## config.mk

```make
export PLATFORM = sky130hd
export DESIGN_NAME = atm_tx_cell_gen
export DESIGN_NICKNAME = d
export VERILOG_FILES = /design/src/rtl/atm_tx_pkg.sv /design/src/rtl/atm_cell_store.sv /design/src/rtl/atm_payload_scrambler.sv /design/src/rtl/atm_sat_counter.sv /design/src/rtl/atm_tx_cell_gen.sv
export SDC_FILE = /design/constraint.sdc
export NUM_CORES = 2
export LEC_CHECK = 0
export ABC_AREA = 1
export BUFFER_PORTS_ARGS = -buffer_cell sky130_fd_sc_hd__buf_2
export CAP_MARGIN = 20
export CORE_MARGIN = 2
export CORE_UTILIZATION = 25
export DETAILED_ROUTE_END_ITERATION = 12
export GPL_ROUTABILITY_DRIVEN = 1
export PLACE_DENSITY = 0.41
export SLEW_MARGIN = 30
export SYNTH_ARGS = -nofsm -noshare
export SYNTH_HDL_FRONTEND = slang
export SYNTH_SLANG_ARGS = --single-unit
```

## constraint.sdc

```tcl
create_clock -name clk -period 4.7 [get_ports clk]
set_clock_uncertainty 0.1 [all_clocks]
set_input_delay 0.705 -clock clk [delete_from_list [all_inputs] [get_ports clk]]
set_output_delay 0.705 -clock clk [all_outputs]
set_load 0.02 [all_outputs]
```

## src/rtl/atm_tx_pkg.sv

```systemverilog
package atm_tx_pkg;
  localparam int CELL_BYTES = 53;
  localparam int HEC_IDX    = 4;
  localparam int PAY_IDX    = 5;
  localparam int SCR_TAPS   = 43;
  localparam logic [7:0] HEC_COSET = 8'h55;

  typedef enum logic [1:0] {
    SRC_NONE = 2'd0,
    SRC_DATA = 2'd1,
    SRC_FILL = 2'd2
  } cell_src_e;

  typedef struct packed {
    logic [SCR_TAPS-1:0] st;
    logic [7:0]          q;
  } scr_out_t;

  // one byte of CRC-8, generator x^8+x^2+x+1, MSB first
  function automatic logic [7:0] crc8_step(input logic [7:0] crc, input logic [7:0] b);
    logic [7:0] c;
    c = crc ^ b;
    for (int i = 0; i < 8; i++)
      c = c[7] ? ({c[6:0], 1'b0} ^ 8'h07) : {c[6:0], 1'b0};
    return c;
  endfunction

  // self-synchronous x^43+1 scrambling of one byte, MSB first
  function automatic scr_out_t scramble_byte(input logic [SCR_TAPS-1:0] st, input logic [7:0] d);
    scr_out_t r;
    logic [SCR_TAPS-1:0] s;
    logic [7:0] q;
    s = st;
    for (int b = 7; b >= 0; b--) begin
      q[b] = d[b] ^ s[SCR_TAPS-1];
      s    = {s[SCR_TAPS-2:0], q[b]};
    end
    r.st = s;
    r.q  = q;
    return r;
  endfunction

  // unscrambled filler payload byte number idx (0..47)
  function automatic logic [7:0] fill_payload(input logic [1:0] mode, input logic [7:0] base,
                                              input logic [7:0] seq, input logic [7:0] idx);
    case (mode)
      2'd1:    return seq;
      2'd2:    return base + idx;
      default: return base;
    endcase
  endfunction
endpackage

```

## src/rtl/atm_cell_store.sv

```systemverilog
module atm_cell_store #(
  parameter int CELL_BYTES = 53,
  parameter int CELLS      = 4
) (
  input  logic       clk,
  input  logic       rst_n,
  input  logic       wr_valid,
  input  logic [7:0] wr_byte,
  output logic       wr_ready,
  input  logic       rd_en,
  output logic [7:0] rd_byte,
  input  logic       cell_take,
  output logic       cell_avail
);
  localparam int BYTES = CELLS * CELL_BYTES;
  localparam int AW    = $clog2(BYTES);
  localparam int OW    = $clog2(BYTES + 1);
  localparam int CW    = $clog2(CELLS + 1);
  localparam int BW    = $clog2(CELL_BYTES);
  localparam logic [AW-1:0] LAST_ADDR = AW'(BYTES - 1);
  localparam logic [BW-1:0] LAST_IDX  = BW'(CELL_BYTES - 1);

  logic [7:0]    mem [BYTES];
  logic [AW-1:0] wr_ptr, rd_ptr;
  logic [OW-1:0] occ;
  logic [CW-1:0] cell_cnt;
  logic [BW-1:0] wr_idx;
  logic          wr_fire, cell_done;

  assign wr_ready   = occ < OW'(BYTES);
  assign wr_fire    = wr_valid && wr_ready;
  assign cell_done  = wr_fire && (wr_idx == LAST_IDX);
  assign cell_avail = cell_cnt != '0;
  assign rd_byte    = mem[rd_ptr];

  always_ff @(posedge clk) begin
    if (wr_fire) mem[wr_ptr] <= wr_byte;
  end

  always_ff @(posedge clk or negedge rst_n) begin
    if (!rst_n) begin
      wr_ptr   <= '0;
      rd_ptr   <= '0;
      occ      <= '0;
      cell_cnt <= '0;
      wr_idx   <= '0;
    end else begin
      if (wr_fire) begin
        wr_ptr <= (wr_ptr == LAST_ADDR) ? '0 : wr_ptr + 1'b1;
        wr_idx <= (wr_idx == LAST_IDX) ? '0 : wr_idx + 1'b1;
      end
      if (rd_en) rd_ptr <= (rd_ptr == LAST_ADDR) ? '0 : rd_ptr + 1'b1;
      case ({wr_fire, rd_en})
        2'b10:   occ <= occ + 1'b1;
        2'b01:   occ <= occ - 1'b1;
        default: occ <= occ;
      endcase
      case ({cell_done, cell_take})
        2'b10:   cell_cnt <= cell_cnt + 1'b1;
        2'b01:   cell_cnt <= cell_cnt - 1'b1;
        default: cell_cnt <= cell_cnt;
      endcase
    end
  end

  AST_NO_UNDERRUN: assert property (@(posedge clk) disable iff (!rst_n) rd_en |-> occ != '0);
  AST_TAKE_WHOLE_CELL: assert property (@(posedge clk) disable iff (!rst_n)
    cell_take |-> occ >= OW'(CELL_BYTES));
endmodule

```

## src/rtl/atm_payload_scrambler.sv

```systemverilog
module atm_payload_scrambler
  import atm_tx_pkg::*;
(
  input  logic       clk,
  input  logic       rst_n,
  input  logic       step,
  input  logic [7:0] din,
  output logic [7:0] dout
);
  logic [SCR_TAPS-1:0] st_q;
  scr_out_t            res;

  assign res  = scramble_byte(st_q, din);
  assign dout = res.q;

  always_ff @(posedge clk or negedge rst_n) begin
    if (!rst_n)    st_q <= '0;
    else if (step) st_q <= res.st;
  end

  AST_SCR_IDLE_HOLD: assert property (@(posedge clk) disable iff (!rst_n)
    !step |=> $stable(st_q));
endmodule

```

## src/rtl/atm_sat_counter.sv

```systemverilog
module atm_sat_counter #(
  parameter int W = 24
) (
  input  logic         clk,
  input  logic         rst_n,
  input  logic         clr,
  input  logic         inc,
  output logic [W-1:0] cnt
);
  always_ff @(posedge clk or negedge rst_n) begin
    if (!rst_n)                  cnt <= '0;
    else if (clr)                cnt <= '0;
    else if (inc && cnt != '1)   cnt <= cnt + 1'b1;
  end

  AST_CNT_SATURATES: assert property (@(posedge clk) disable iff (!rst_n)
    (cnt == '1 && !clr) |=> cnt == '1);
  AST_CNT_CLEARS: assert property (@(posedge clk) disable iff (!rst_n)
    clr |=> cnt == '0);
endmodule

```

## src/rtl/atm_tx_cell_gen.sv

```systemverilog
module atm_tx_cell_gen
  import atm_tx_pkg::*;
#(
  parameter int CELLS  = 4,
  parameter int CNT_W  = 24,
  parameter int CORR_W = 8
) (
  input  logic              clk,
  input  logic              rst_n,
  input  logic              wr_valid,
  input  logic [7:0]        wr_byte,
  output logic              wr_ready,
  input  logic              out_en,
  output logic [7:0]        out_byte,
  output logic              out_valid,
  output logic              out_sop,
  input  logic              cfg_fill_en,
  input  logic [1:0]        cfg_fill_mode,
  input  logic [7:0]        cfg_fill_byte,
  input  logic [39:0]       cfg_fill_hdr,
  input  logic              cfg_hec_en,
  input  logic [7:0]        cfg_hec_mask,
  input  logic              cnt_clr,
  output logic [CNT_W-1:0]  fill_cnt,
  output logic [CNT_W-1:0]  data_cnt,
  output logic [CORR_W-1:0] corr_cnt
);
  localparam int PW = $clog2(CELL_BYTES);
  localparam logic [PW-1:0] LAST_POS = PW'(CELL_BYTES - 1);
  localparam logic [PW-1:0] HEC_POS  = PW'(HEC_IDX);
  localparam logic [PW-1:0] PAY_POS  = PW'(PAY_IDX);

  logic [PW-1:0] pos_q;
  cell_src_e     cur_q, kind;
  logic [7:0]    crc_q, crc_nxt, seq_q;
  logic [7:0]    rd_byte, hdr_sel, raw, scr_q, hec_byte, out_nxt;
  logic          cell_avail, at_bound, active, in_payload;
  // named events for assertions and counters
  logic          cell_take, fill_start, fill_end, corr_start;

  assign at_bound   = pos_q == '0;
  assign kind       = at_bound ? (cell_avail ? SRC_DATA : (cfg_fill_en ? SRC_FILL : SRC_NONE)) : cur_q;
  assign active     = out_en && (kind != SRC_NONE);
  assign in_payload = pos_q >= PAY_POS;
  assign cell_take  = active && at_bound && (kind == SRC_DATA);
  assign fill_start = active && at_bound && (kind == SRC_FILL);
  assign fill_end   = active && (pos_q == LAST_POS) && (kind == SRC_FILL);
  assign corr_start = cell_take && cfg_hec_en && (cfg_hec_mask != 8'h00);

  atm_cell_store #(.CELL_BYTES(CELL_BYTES), .CELLS(CELLS)) u_store (
    .clk(clk), .rst_n(rst_n),
    .wr_valid(wr_valid), .wr_byte(wr_byte), .wr_ready(wr_ready),
    .rd_en(active && kind == SRC_DATA), .rd_byte(rd_byte),
    .cell_take(cell_take), .cell_avail(cell_avail)
  );

  always_comb begin
    case (pos_q)
      PW'(0):  hdr_sel = cfg_fill_hdr[39:32];
      PW'(1):  hdr_sel = cfg_fill_hdr[31:24];
      PW'(2):  hdr_sel = cfg_fill_hdr[23:16];
      PW'(3):  hdr_sel = cfg_fill_hdr[15:8];
      default: hdr_sel = cfg_fill_hdr[7:0];
    endcase
  end

  always_comb begin
    if (kind == SRC_DATA)   raw = rd_byte;
    else if (!in_payload)   raw = hdr_sel;
    else                    raw = fill_payload(cfg_fill_mode, cfg_fill_byte, seq_q,
                                               8'(pos_q) - 8'(PAY_IDX));
  end

  assign crc_nxt  = crc8_step(at_bound ? 8'h00 : crc_q, raw);
  assign hec_byte = crc_q ^ HEC_COSET ^ cfg_hec_mask;

  always_comb begin
    if (in_payload)                          out_nxt = scr_q;
    else if (pos_q == HEC_POS && cfg_hec_en) out_nxt = hec_byte;
    else                                     out_nxt = raw;
  end

  atm_payload_scrambler u_scr (
    .clk(clk), .rst_n(rst_n),
    .step(active && in_payload), .din(raw), .dout(scr_q)
  );

  always_ff @(posedge clk or negedge rst_n) begin
    if (!rst_n) begin
      pos_q     <= '0;
      cur_q     <= SRC_NONE;
      crc_q     <= '0;
      seq_q     <= '0;
      out_byte  <= '0;
      out_valid <= 1'b0;
      out_sop   <= 1'b0;
    end else begin
      out_valid <= active;
      out_sop   <= active && at_bound;
      if (active) begin
        out_byte <= out_nxt;
        pos_q    <= (pos_q == LAST_POS) ? '0 : pos_q + 1'b1;
        if (pos_q < HEC_POS) crc_q <= crc_nxt;
        if (at_bound) cur_q <= kind;
      end
      if (fill_end) seq_q <= seq_q + 8'd1;
    end
  end

  atm_sat_counter #(.W(CNT_W)) u_fill_cnt (
    .clk(clk), .rst_n(rst_n), .clr(cnt_clr), .inc(fill_start), .cnt(fill_cnt));
  atm_sat_counter #(.W(CNT_W)) u_data_cnt (
    .clk(clk), .rst_n(rst_n), .clr(cnt_clr), .inc(cell_take), .cnt(data_cnt));
  atm_sat_counter #(.W(CORR_W)) u_corr_cnt (
    .clk(clk), .rst_n(rst_n), .clr(cnt_clr), .inc(corr_start), .cnt(corr_cnt));

  AST_STALL_HOLDS_BYTE: assert property (@(posedge clk) disable iff (!rst_n)
    !out_en |=> (!out_valid && $stable(out_byte)));
  AST_SOP_FIRST_BYTE: assert property (@(posedge clk) disable iff (!rst_n)
    out_sop |-> (out_valid && pos_q == PW'(1)));
  AST_NO_FILL_WHEN_OFF: assert property (@(posedge clk) disable iff (!rst_n)
    (out_en && at_bound && !cfg_fill_en && !cell_avail) |=> !out_valid);
  AST_DATA_FIRST: assert property (@(posedge clk) disable iff (!rst_n)
    fill_start |-> !cell_avail);
endmodule

```

==> results.toml <==
[outcome]
status = "complete, no violations"

[synth]
ys.flop_type = "edfxtp_1"
synth-edff-count = 1696
ys_ff_latch = 1862
yosysWarnings = 0
synth.top_cells.by_count = "edfxtp_1, nand2_1, nor2_1, o21ai_0, inv_1"
synth-async-reset-ratio_pct = 8.92
synth_cells = 7054
synth_area_per_cell_um2 = 11.1
ys_seq_area_share_pct = 70.1
synth_top_area_share_pct = 64.9
synthesis.area_mm2 = 0.0785
synth_cell_types = 55
yosys.area.top_type = "edfxtp_1"
synth.area.top_cells = "edfxtp_1, nand2_1, nor2_1"
synth_nets = 7162
synth_most_common_cell = "edfxtp_1"

[min_path]
hold_class = "input port to flop"

[routing]
antenna_left = 0
drtIter0Drc = 4788
route.detailed.drc = 0
firstDrtPassIters = 6
wire_per_inst_um = 22.1
wirelength_um = 257000
viasPerCell = 4.61
vias = 53571

[setup_path]
worstPathArrival_ps = 4920
path_max_fanout = 74
worstSetupEndpointType = "flop"
startpoint_type = "flop"
path_class = "flop to flop"
critical_path_required_ps = 5320

[timing]
grt_setup_unrepaired = "false"
setup_ws_ps = 408
min_period_over_period_pct = 91.3
slew_violations = 0
finalSetupViolations = 0
finalSetupTns_ps = 0
finalHoldViolCount = 0
clock.fmax_mhz = 233
min_period_ps = 4290
relSlewSlack_pct = 29.7
max_slew.worst_pin.slew_ps = 1050

[die]
row_count = 205
chipWidth_um = 564
ios = 140
dieArea_mm2 = 0.319
dieHeight_um = 564
coreArea_mm2 = 0.312
start_util_pct = 25.2

[cts]
cts_resized = 0
numCtsBuffers = 213
hold_buffers = 1
cts_buffer_depth = 4
postCtsSetupBuffers = 0
cts_tree = "built"
cts_root_buf = "clkbuf_16"
clkTransAtPathRegs_ps = 60
clkLatencyLatePin_ps = 910
h-tree-depth = 4
cts_sinks = 1862

[global_route]
grt_remaining_overflow = 0
antenna_found_initial = 6
grt_pass1_wl_um = 375000
grt_pass1_vias = 52567
grtUsageTotal_pct = 15.8
grt_max_degree = 122

[placement]
place_ws_ps = 487
io_buffers = 139
dp_hpwl_um = 158000
placed_area_mm2 = 0.0853
gp_congestion = 0.838

[pwr]
power_mw = 52.1
p_leak_nw = 32.8
ir_drop_mv = 0.397
p_per_area_mw_per_mm2 = 565

[final_layout]
fill_cells = 32002
nets = 7411
utilization_pct = 29.5
multi_input_area_mm2 = 0.0202
stdcell_area_mm2 = 0.0921
drive_gt1_share_pct = 10.9
syn2layout_area_growth_pct = 17.3
seq_area_mm2 = 0.0551

[run]
cap_violations = 0
## power by group
part           switching [mW]  internal [mW]
Sequential              0.423           18.6
Clock                    6.92           9.27
Combinational            12.0           4.83
Total                    19.3           32.7
## per-layer routing
metal  share of wire [%]  global-route usage [%]  vias to the layer above
met5                   0                       0                        -
met4                 2.3                    3.77                        0
met3                 5.0                    2.09                      285
met2                  46                    25.3                     1424
met1                  47                    22.5                    26843
li1                    -                       -                    25019
## cell usage in the layout (no fill, tap or decap), types with 57 or more instances in the layout
| cell | instances |
|---|---|
| dfrtp_1 | 164 |
| nand3_1 | 193 |
| buf_2 | 130 |
| o21ai_1 | 73 |
| buf_4 | 237 |
| clkbuf_16 | 216 |
| nand2_1 | 1437 |
| nor2_1 | 1278 |
| o22ai_1 | 239 |
| edfxtp_1 | 1696 |
| a21oi_1 | 101 |
| o21ai_0 | 831 |
| nand4_1 | 57 |
| inv_1 | 309 |
## state kept, by name, summed over array words and instances (netlist names), 8 cells and up
name / cells
u_store.mem: 1696
u_scr.st_q: 43
u_data_cnt.cnt: 24
u_fill_cnt.cnt: 24
crc_q: 8
out_byte: 8
seq_q: 8
u_corr_cnt.cnt: 8
u_store.occ: 8
u_store.rd_ptr: 8
u_store.wr_ptr: 8
## worst max-delay path, cell delays in order, from the launching register on
cell,delay [ps]
dfrtp_4,600
inv_8,300
buf_4,280
buf_12,340
o21ai_0,150
nand2_1,110
nand2_1,50
nand2_1,170
nor2_1,60
nor2_1,210
nor2_1,60
nand2_1,240
nand2_1,130
nand2_1,90
nand3_1,290
nand2_1,220
nand2_1,70
nand2_1,100
nand2_2,70
nand2_1,100
nand2_1,60
nand2_1,70
nand2_1,60
nand3_1,80
nand2_1,60
## stage by stage
stage               hold slack (ps)  cells
CTS                            12.6  11613
global route                   38.3  11615
detailed placement              363  11226
floorplan                       309   7054
finish                         67.4  11618
global placement                357  11226
## path summary, 6_finish.rpt
kind,startpoint,to,slack (ps),cells after the start
min in group asynchronous,rst_n,seq_q[7],200,2
worst min register to register,u_store.occ[7],u_store.occ[7],370,1
worst max register to register,u_store.rd_ptr[0],crc_q[2],410,24
worst max-delay path,u_store.rd_ptr[0],crc_q[2],410,24
worst min-delay path,wr_byte[1],u_store.mem[72][1],70,1
max in group asynchronous,rst_n,u_store.rd_ptr[0],3570,3
## cell families (layout without fill, tap and decap cells)
kind of cell | Yosys count | count (layout) | share of synthesized area, %
compound gates | 1302 | 1302 | 8.91
simple gates | 3100 | 3100 | 15.7
flops | 1862 | 1862 | 70.1
fa+ha+maj | 35 | 35 | 0.586
mux | 1 | 1 | 0.0143
other cells | 0 | 4 | 0
xor+xnor | 34 | 34 | 0.379
buf+inv | 720 | 1140 | 4.25
## layout make-up
class                      instances  share of cell area [%]
tap                             4140                    5.62
inverter                         323                    1.34
clock inverter                   117                    1.13
clock buffer                     269                    6.14
antenna                            4                  0.0109
sequential                      1862                    59.8
multi-input combinational       4472                    22.0
timing repair buffer             431                    3.97
Note: power is estimated with default switching activity, not from simulation.
